**config.mk**
```make
export PLATFORM = sky130hd
export DESIGN_NAME = cyc_timer
export DESIGN_NICKNAME = d
export VERILOG_FILES = /design/src/rtl/cyc_timer_pkg.sv /design/src/rtl/cyc_timer_regs.sv /design/src/rtl/cyc_timer_tick_sel.sv /design/src/rtl/cyc_timer_core.sv /design/src/rtl/cyc_timer.sv
export SDC_FILE = /design/constraint.sdc
export NUM_CORES = 1
export LEC_CHECK = 0
export ABC_AREA = 1
export BUFFER_PORTS_ARGS = -buffer_cell sky130_fd_sc_hd__clkbuf_2
export CORE_ASPECT_RATIO = 1.25
export CORE_MARGIN = 8
export CORE_UTILIZATION = 38
export CTS_CLUSTER_SIZE = 28
export DETAILED_ROUTE_END_ITERATION = 16
export GPL_TIMING_DRIVEN = 0
export PLACE_DENSITY = 0.58
export RECOVER_POWER = 50
export SLEW_MARGIN = 20
export SYNTH_ARGS = -nofsm -noshare
export SYNTH_HDL_FRONTEND = slang
export SYNTH_HIERARCHICAL = 1
export SYNTH_SLANG_ARGS = --single-unit
```
**constraint.sdc**
```tcl
create_clock -name clk_i -period 1.93 [get_ports clk_i]
set_clock_uncertainty 0.2 [all_clocks]
set_input_delay 0.2895 -clock clk_i [delete_from_list [all_inputs] [get_ports clk_i]]
set_output_delay 0.2895 -clock clk_i [all_outputs]
set_load 0.02 [all_outputs]
```
**src/rtl/cyc_timer_pkg.sv**
```systemverilog
package cyc_timer_pkg;

    typedef enum logic [1:0] {
        ST_OFF   = 2'd0,
        ST_RUN   = 2'd1,
        ST_EMPTY = 2'd2
    } tmr_state_t;

    localparam int REG_PRESET_LO = 0;
    localparam int REG_PRESET_HI = 1;
    localparam int REG_MODE      = 2;
    localparam int REG_IRQ       = 3;

    localparam int MODE_EN_BIT   = 0;
    localparam int MODE_SEL_LSB  = 1;
    localparam int IRQ_FLAG_BIT  = 0;
    localparam int IRQ_EN_BIT    = 1;

endpackage

```
**src/rtl/cyc_timer_regs.sv**
```systemverilog
module cyc_timer_regs
    import cyc_timer_pkg::*;
#(
    parameter int DATA_W = 8,
    parameter int CNT_W  = 12,
    parameter int SEL_W  = 2,
    parameter int ADDR_W = 2
) (
    input  logic              clk_i,
    input  logic              rst_ni,
    input  logic              wr_en_i,
    input  logic [ADDR_W-1:0] wr_addr_i,
    input  logic [DATA_W-1:0] wr_data_i,
    input  logic              event_i,
    output logic [CNT_W-1:0]  preset_o,
    output logic              run_en_o,
    output logic [SEL_W-1:0]  src_sel_o,
    output logic              flag_o,
    output logic              irq_en_o
);
    localparam int HI_W = CNT_W - DATA_W;

    logic [DATA_W-1:0] preset_lo_q;
    logic [HI_W-1:0]   preset_hi_q;
    logic              wr_lo, wr_hi, wr_mode, wr_irq;

    assign wr_lo   = wr_en_i && (wr_addr_i == ADDR_W'(REG_PRESET_LO));
    assign wr_hi   = wr_en_i && (wr_addr_i == ADDR_W'(REG_PRESET_HI));
    assign wr_mode = wr_en_i && (wr_addr_i == ADDR_W'(REG_MODE));
    assign wr_irq  = wr_en_i && (wr_addr_i == ADDR_W'(REG_IRQ));

    always_ff @(posedge clk_i) begin
        if (!rst_ni) begin
            preset_lo_q <= '0;
            preset_hi_q <= '0;
            run_en_o    <= 1'b0;
            src_sel_o   <= '0;
            irq_en_o    <= 1'b0;
        end else begin
            if (wr_lo)   preset_lo_q <= wr_data_i;
            if (wr_hi)   preset_hi_q <= wr_data_i[HI_W-1:0];
            if (wr_mode) begin
                run_en_o  <= wr_data_i[MODE_EN_BIT];
                src_sel_o <= wr_data_i[MODE_SEL_LSB +: SEL_W];
            end
            if (wr_irq)  irq_en_o <= wr_data_i[IRQ_EN_BIT];
        end
    end

    // Sticky flag: an expiry outranks a clearing write in the same cycle.
    always_ff @(posedge clk_i) begin
        if (!rst_ni)
            flag_o <= 1'b0;
        else if (event_i)
            flag_o <= 1'b1;
        else if (wr_irq && !wr_data_i[IRQ_FLAG_BIT])
            flag_o <= 1'b0;
    end

    assign preset_o = {preset_hi_q, preset_lo_q};

endmodule

```
**src/rtl/cyc_timer_tick_sel.sv**
```systemverilog
module cyc_timer_tick_sel #(
    parameter int NUM_SRC = 4,
    parameter int SEL_W   = 2
) (
    input  logic [NUM_SRC-1:0] tick_i,
    input  logic [SEL_W-1:0]   sel_i,
    output logic               tick_o
);
    logic [NUM_SRC-1:0] hit;

    for (genvar g = 0; g < NUM_SRC; g++) begin : g_src
        assign hit[g] = tick_i[g] && (sel_i == SEL_W'(g));
    end

    assign tick_o = |hit;

endmodule

```
**src/rtl/cyc_timer_core.sv**
```systemverilog
module cyc_timer_core
    import cyc_timer_pkg::*;
#(
    parameter int CNT_W = 12
) (
    input  logic             clk_i,
    input  logic             rst_ni,
    input  logic             run_en_i,
    input  logic             tick_i,
    input  logic [CNT_W-1:0] preset_i,
    output logic [CNT_W-1:0] count_o,
    output logic             event_o,
    output tmr_state_t       state_o
);
    localparam logic [CNT_W-1:0] CNT_ONE = CNT_W'(1);

    tmr_state_t       state_q, state_d;
    logic [CNT_W-1:0] cnt_q, cnt_d;
    logic             preset_zero, expire;

    assign preset_zero = (preset_i == '0);
    assign expire      = run_en_i && tick_i && (cnt_q == CNT_ONE);

    // State register
    always_ff @(posedge clk_i) begin
        if (!rst_ni) state_q <= ST_OFF;
        else         state_q <= state_d;
    end

    // Next state
    always_comb begin
        state_d = state_q;
        unique case (state_q)
            ST_OFF:   if (run_en_i) state_d = preset_zero ? ST_EMPTY : ST_RUN;
            ST_RUN: begin
                if (!run_en_i)              state_d = ST_OFF;
                else if (expire && preset_zero) state_d = ST_EMPTY;
            end
            ST_EMPTY: if (!run_en_i) state_d = ST_OFF;
            default:  state_d = ST_OFF;
        endcase
    end

    // Outputs: counter value and expiry event
    always_comb begin
        cnt_d   = cnt_q;
        event_o = 1'b0;
        unique case (state_q)
            ST_OFF:   if (run_en_i) cnt_d = preset_i;
            ST_RUN: begin
                if (expire) begin
                    event_o = 1'b1;
                    cnt_d   = preset_i;
                end else if (run_en_i && tick_i) begin
                    cnt_d = cnt_q - CNT_ONE;
                end
            end
            ST_EMPTY: cnt_d = cnt_q;
            default:  cnt_d = cnt_q;
        endcase
    end

    always_ff @(posedge clk_i) begin
        if (!rst_ni) cnt_q <= '0;
        else         cnt_q <= cnt_d;
    end

    assign count_o = cnt_q;
    assign state_o = state_q;

endmodule

```
**src/rtl/cyc_timer.sv**
```systemverilog
module cyc_timer
    import cyc_timer_pkg::*;
#(
    parameter int DATA_W  = 8,
    parameter int CNT_W   = 12,
    parameter int NUM_SRC = 4,
    parameter int ADDR_W  = 2
) (
    input  logic               clk_i,
    input  logic               rst_ni,
    input  logic               wr_en_i,
    input  logic [ADDR_W-1:0]  wr_addr_i,
    input  logic [DATA_W-1:0]  wr_data_i,
    input  logic [NUM_SRC-1:0] tick_i,
    output logic               flag_o,
    output logic               irq_o,
    output logic [CNT_W-1:0]   count_o
);
    localparam int SEL_W = $clog2(NUM_SRC);

    logic [CNT_W-1:0] preset_w;
    logic             run_en_w;
    logic [SEL_W-1:0] sel_w;
    logic             irq_en_w;
    logic             tick_w;
    logic             event_w;
    tmr_state_t       st_w;

    cyc_timer_regs #(
        .DATA_W (DATA_W),
        .CNT_W  (CNT_W),
        .SEL_W  (SEL_W),
        .ADDR_W (ADDR_W)
    ) u_regs (
        .clk_i     (clk_i),
        .rst_ni    (rst_ni),
        .wr_en_i   (wr_en_i),
        .wr_addr_i (wr_addr_i),
        .wr_data_i (wr_data_i),
        .event_i   (event_w),
        .preset_o  (preset_w),
        .run_en_o  (run_en_w),
        .src_sel_o (sel_w),
        .flag_o    (flag_o),
        .irq_en_o  (irq_en_w)
    );

    cyc_timer_tick_sel #(
        .NUM_SRC (NUM_SRC),
        .SEL_W   (SEL_W)
    ) u_sel (
        .tick_i (tick_i),
        .sel_i  (sel_w),
        .tick_o (tick_w)
    );

    cyc_timer_core #(
        .CNT_W (CNT_W)
    ) u_core (
        .clk_i    (clk_i),
        .rst_ni   (rst_ni),
        .run_en_i (run_en_w),
        .tick_i   (tick_w),
        .preset_i (preset_w),
        .count_o  (count_o),
        .event_o  (event_w),
        .state_o  (st_w)
    );

    assign irq_o = flag_o && irq_en_w;

endmodule

```
* Yosys cells after proc, flatten, opt, wreduce, memory -nomap -nowiden
Cells that the tools add are included.
Cells by class: add/subtract/negate cells 1, muxes and demuxes 14, equal/unequal tests 13, reductions and logical operators 23
Operators by type and width (number):
- two-way mux 12 bit | 3
- one-hot mux 12 bit (2 select lines) | 1
- logical AND 1 bit | 13
- == test 12 x 1 -> 1 bit, second input constant | 1
- logical NOT 12 bit | 1
- subtractor 12 x 1 -> 12 bit, second input constant | 1
- == test 2 bit, second input constant | 5
- two-way mux 2 bit | 5
- == test 2 x 1 -> 1 bit, second input constant | 3
- logical NOT 2 bit | 3
- one-hot mux 2 bit (3 select lines) | 1
- AND reduction 3 bit | 2
- two-way mux 1 bit | 4
- != test 2 bit, second input constant | 2
- nonzero test 2 bit | 2
- OR reduction 4 bit | 1
- != test 3 x 1 -> 1 bit, second input constant | 1
- != test 3 x 2 -> 1 bit, second input constant | 1
- logical NOT 1 bit | 1
Word-level totals: word-level logic and storage cells 59, output and inout bits 14, input bits 17, flip-flop bits (word level) 31

* Depth between registers and ports, before layout
depth after elaboration 9, gate-level depth with buffers 12, mapped depth without buffers 12

* Hierarchy
The synthesis kept the hierarchy.
By module, submodules not included:
- cyc_timer_core | area an instance 1089.8 um^2, times used 1, cells each 171, seq. area each 280.3 um^2
- cyc_timer_regs | area an instance 654.4 um^2, times used 1, cells each 82, seq. area each 340.3 um^2
- cyc_timer_tick_sel | area an instance 51.3 um^2, times used 1, cells each 13, seq. area each 0.0 um^2
- cyc_timer | area an instance 7.5 um^2, times used 1, cells each 2, seq. area each 0.0 um^2

* Worst setup path before layout
Ideal clock, no wire load.
path type reg2reg, start register u_core.cnt_q[1] (netlist: u_core/count_o[1]), end register u_core.cnt_q[11] (netlist: u_core/count_o[11]), data arrival time 1.489 ns, buffers on the path 1, cell stages (with the launch flop) 11, setup slack 0.174 ns, library setup time 0.067 ns, cell sequence dfxtp_1 > inv_1 > ha_1 > nand3_1 > nor2_4 > nand2_8 > nand2_8 > buf_8 > a21oi_2 > nand2_1 > a21oi_2
Between the ends: longest elaborated chain between the ends 4
Ends and longest elaborated chain:
- start, declared | line cyc_timer_core.sv:18 | logic [CNT_W-1:0] cnt_q, cnt_d;
- start signal, assigned | line cyc_timer_core.sv:65 | else cnt_q <= cnt_d;
- subtractor 12 x 1 -> 12 bit / == test 12 x 1 -> 1 bit (equally long branches) | line cyc_timer_core.sv:55, cyc_timer_core.sv:22
- two-way mux 12 bit / logical AND 1 bit (equally long branches) | line cyc_timer_core.sv:54, cyc_timer_core.sv:22
- two-way mux 12 bit / != test 3 x 1 -> 1 bit (equally long branches)
- one-hot mux 12 bit (2 select lines) / AND reduction 3 bit (equally long branches)
Several ways; a longest one is shown, not always the timed one. The select of a mux whose other input is x is not followed. A chain may end at the register's enable or synchronous reset.

* Worst setup path in the final report
Ends and elaborated chain as after synthesis.

==> results_tabular.tex <==
\begin{tabular}{lr}
\hline
Metric & Value \\
\hline
\multicolumn{2}{l}{\textbf{Critical path}} \\
\quad Setup crit start kind & flip-flop \\
\quad Arrival time reported for the critical path endpoint & 1.84 ns \\
\quad Worst setup path class & reg2reg \\
\quad Maximum fanout along the worst path & 10 \\
\quad Kind of end point of the critical path & flip-flop \\
\quad Required time reported for the critical path endpoint & between 1.5 and 2 ns \\
\quad Number of cell instances on the worst register-to-register path & 10 \\
\multicolumn{2}{l}{\textbf{Drt}} \\
\quad Final antenna-violating net count & 0 \\
\quad Avg WL per Cell & around 12 um \\
\quad Drt pass-1 iters & 4 \\
\quad Detailed Route WL & roughly 4400 um \\
\quad 1st-iter DRT viols & 90 \\
\quad Post-route DRC violation count & 0 \\
\quad Detailed-route via count & around 1700 \\
\quad Average vias per placed instance & 4.72 \\
\multicolumn{2}{l}{\textbf{Floorplanning}} \\
\quad Area inside the core boundary & 4660 sq um \\
\quad IO Pins & 31 \\
\quad Die H & 93.0 um \\
\quad Die ar. & 7220 sq um \\
\quad Die extent in x & 77.6 um \\
\quad Std-Cell Rows & 28 \\
\quad Initial Util & around 39\% \\
\multicolumn{2}{l}{\textbf{Logic synthesis}} \\
\quad Post-synthesis share of cell area spent on and, or, nand and nor gates & about two fifths \\
\quad Main combinational cell family by area after synthesis & simple AND/OR/NAND/NOR gates \\
\quad Sequential cell area fraction in the yosys report & 34.4\% \\
\quad Yosys reg bits & 31 \\
\quad Area share of the largest cell type after synthesis & 34.4\% \\
\quad Post-Synthesis Mean Instance Area & 6.73 sq um \\
\quad Most instantiated cells after synthesis & nand2\_1, nor2\_1, inv\_1 \\
\quad Ys async rst share & 0\% \\
\quad Multiplexer area fraction after synthesis & 0\% \\
\quad Adder-Cell Fraction of Synth Area & 1.39\% \\
\quad Leading area contributor after synthesis & dfxtp\_1 \\
\quad Synth cell types & 29 \\
\quad Total of warnings raised by yosys & 6 \\
\quad Most numerous cell in the Yosys netlist & nand2\_1 \\
\quad Synthesized netlist net count & 287 \\
\quad Compound-Gate Fraction of Synth Area & 13.7\% \\
\quad Fraction of synthesized cell area in xor and xnor cells & less than 1\% \\
\quad Instance count of the mapped netlist & $\sim$270 \\
\quad Combined area of all synthesized cells & 1800 sq um \\
\quad Top area cells in the synthesized netlist & dfxtp\_1, nand2\_1, nor2\_1, nand3\_1, inv\_1 \\
\quad Number of enable flip-flop cells after synthesis & 0 \\
\quad Most used flip-flop cell after synthesis & dfxtp\_1 \\
\multicolumn{2}{l}{\textbf{Timing}} \\
\quad Hold Fails Final Rpt & 0 \\
\quad Tcrit/Tclk final & 94.1\% \\
\quad Setup repair after global routing missed its margin & false \\
\quad Least-Margin Pin Slew & 0.572 ns \\
\quad Final period demand of the worst path & 1.82 ns \\
\quad Fmax achieved & 550 MHz \\
\quad Final TNS setup & 0 ns \\
\quad Post-route setup slack & around 0.11 ns \\
\quad Setup-violating endpoint count in the final report & 0 \\
\quad Worst slew margin relative to its limit & 61.8\% \\
\quad Final count of pins violating max slew & 0 \\
\multicolumn{2}{l}{\textbf{Worst hold path}} \\
\quad Worst Hold Depth & 3 \\
\quad Class of the most critical hold timing path & in2reg \\
\multicolumn{2}{l}{\textbf{Final layout}} \\
\quad Synth-to-Final Area Change & 16.7\% \\
\quad Count of inserted antenna diode cells & 0 \\
\quad \# nets final & 322 \\
\quad Number of filler instances in the final layout & 531 \\
\quad Util after Layout & 45.2\% \\
\quad Fraction of layout cells with a size suffix above 1 & about 20\% \\
\multicolumn{2}{l}{\textbf{Clock tree}} \\
\quad Postcts setup bufs & 0 \\
\quad H-tree levels & 2 \\
\quad Cts bufs inserted & 5 \\
\quad Post-cts hold buffer count & 0 \\
\quad Max clock buf depth & 2 \\
\quad Clk slew on worst S/H paths & 0.07 ns \\
\quad CTS Sinks & 31 \\
\quad CTS root buf & clkbuf\_8 \\
\quad Clock tree from TritonCTS & built \\
\quad Clock insertion delay at the later pin of the skew report & 0.28 ns \\
\multicolumn{2}{l}{\textbf{GRT}} \\
\quad Antenna violations before repair & 0 \\
\quad Via count of the first global-routing pass & 1740 \\
\quad First-pass GRT wire length & 7830 um \\
\quad Residual overflow from global routing & 0 \\
\quad Maximum number of pins on one net before global-route repair & 11 \\
\quad Global-route usage over all layers & 13.3\% \\
\multicolumn{2}{l}{\textbf{Placement}} \\
\quad Place WS & roughly 0.076 ns \\
\quad Final estimated routing congestion in global placement & about 0.84 \\
\quad Post-DP HPWL & 3420 um \\
\quad Buffers on Ports & 28 \\
\multicolumn{2}{l}{\textbf{Power}} \\
\quad Power Density & 707 nW/um\^{}2 \\
\quad Worst IR Drop VDD & approximately 0.00032 V \\
\quad Leakage dissipation & 0.000932 uW \\
\quad Total Power Consumption & 1490 uW \\
\multicolumn{2}{l}{\textbf{Job}} \\
\quad Number of violations of the max-capacitance limit & 0 \\
\multicolumn{2}{l}{\textbf{Run status}} \\
\quad Outcome & complete, no violations \\
\hline
\end{tabular}
==> through the flow <==
step / std cells / area [sq um] / hold slack [ns]
final: 364 / 2100 / 0.0576
after global routing: 364 / 2100 / 0.0719
after CTS: 364 / 2120 / 0.0428
after detailed placement: 356 / 2020 / 0.256
after global placement: 356 / 2020 / 0.245
after floorplan: 268 / 1800 / 0.223
==> flip-flops by register name, indices dropped and copies added, names as in the netlist <==
register and count:
u_regs/flag_o 1, u_regs/run_en_o 1, u_regs/src_sel_o 2, u_regs/preset_lo_q 8, u_regs/preset_hi_q 4, u_core/state_o 2, u_core/count_o 12, u_regs/irq_en_o 1
==> what timing repair did <==
| item | 4_1_cts | 5_1_grt |
|---|---|---|
| setup endpoints to repair | 0 | 11 |
| resized for setup | 0 | 2 |
| hold endpoints to repair | 0 | 0 |
==> kinds of logic after synthesis <==
group | Yosys count
simple gates | 142
buf+inv | 47
compound gates | 45
flops | 31
fa+ha+maj | 2
xor+xnor | 1
==> report_power, final <==
group	total [uW]	internal, uW	switching, uW
logic	232	84.0	148
clock network	576	324	251
registers	680	662	17.5
total	1490	1070	417
==> layer usage <==
layer / part of all wire (%) / GRT usage [%]
met4: 1.9 / 5.84
met5: 0 / 0
met3: 4.7 / 4.61
met1: 47 / 15.5
met2: 46 / 21.7
==> area by class of cell <==
cell class	instances	area, sq um	area share (%)
Multi-Input combinational cell	190	965	45.8
Sequential cell	31	622	29.5
Inverter	40	153	7.25
Timing Repair Buffer	28	131	6.24
Clock buffer	7	96.3	4.58
Tap cell	60	75.1	3.57
Buffer	7	55.1	2.62
Clock inverter	1	7.51	0.357
==> worst paths after layout <==
path / startpoint / endpoint / slack, ns
worst min-delay path: wr_data_i[7] / u_regs/preset_lo_q[7] / 0.06
worst min register to register: u_regs/irq_en_o / u_regs/irq_en_o / 0.26
worst max-delay path: u_core/count_o[1] / u_core/count_o[11] / 0.11
worst max register to register: u_core/count_o[1] / u_core/count_o[11] / 0.11
==> layout by cell type (no fill, tap or decap), drive strengths merged, types with 3 or more instances in the layout <==
cell type / Yosys / final
nand2: 56 / 56
nor2: 43 / 43
inv: 39 / 39
clkbuf: 2 / 37
dfxtp: 31 / 31
nand3: 29 / 29
a21oi: 24 / 24
o21ai: 20 / 20
nand4: 9 / 9
buf: 5 / 5
or2: 3 / 3
==> worst max-delay path, stage by stage (launching register included) <==
cell,delay [ns]
dfxtp_1,0.37
inv_1,0.10
ha_1,0.21
nand3_1,0.13
nor2_4,0.06
nand2_8,0.11
nand2_8,0.08
buf_8,0.15
a21oi_2,0.14
nand2_1,0.08
a21oi_2,0.11
(Power assumes the default switching activity.)
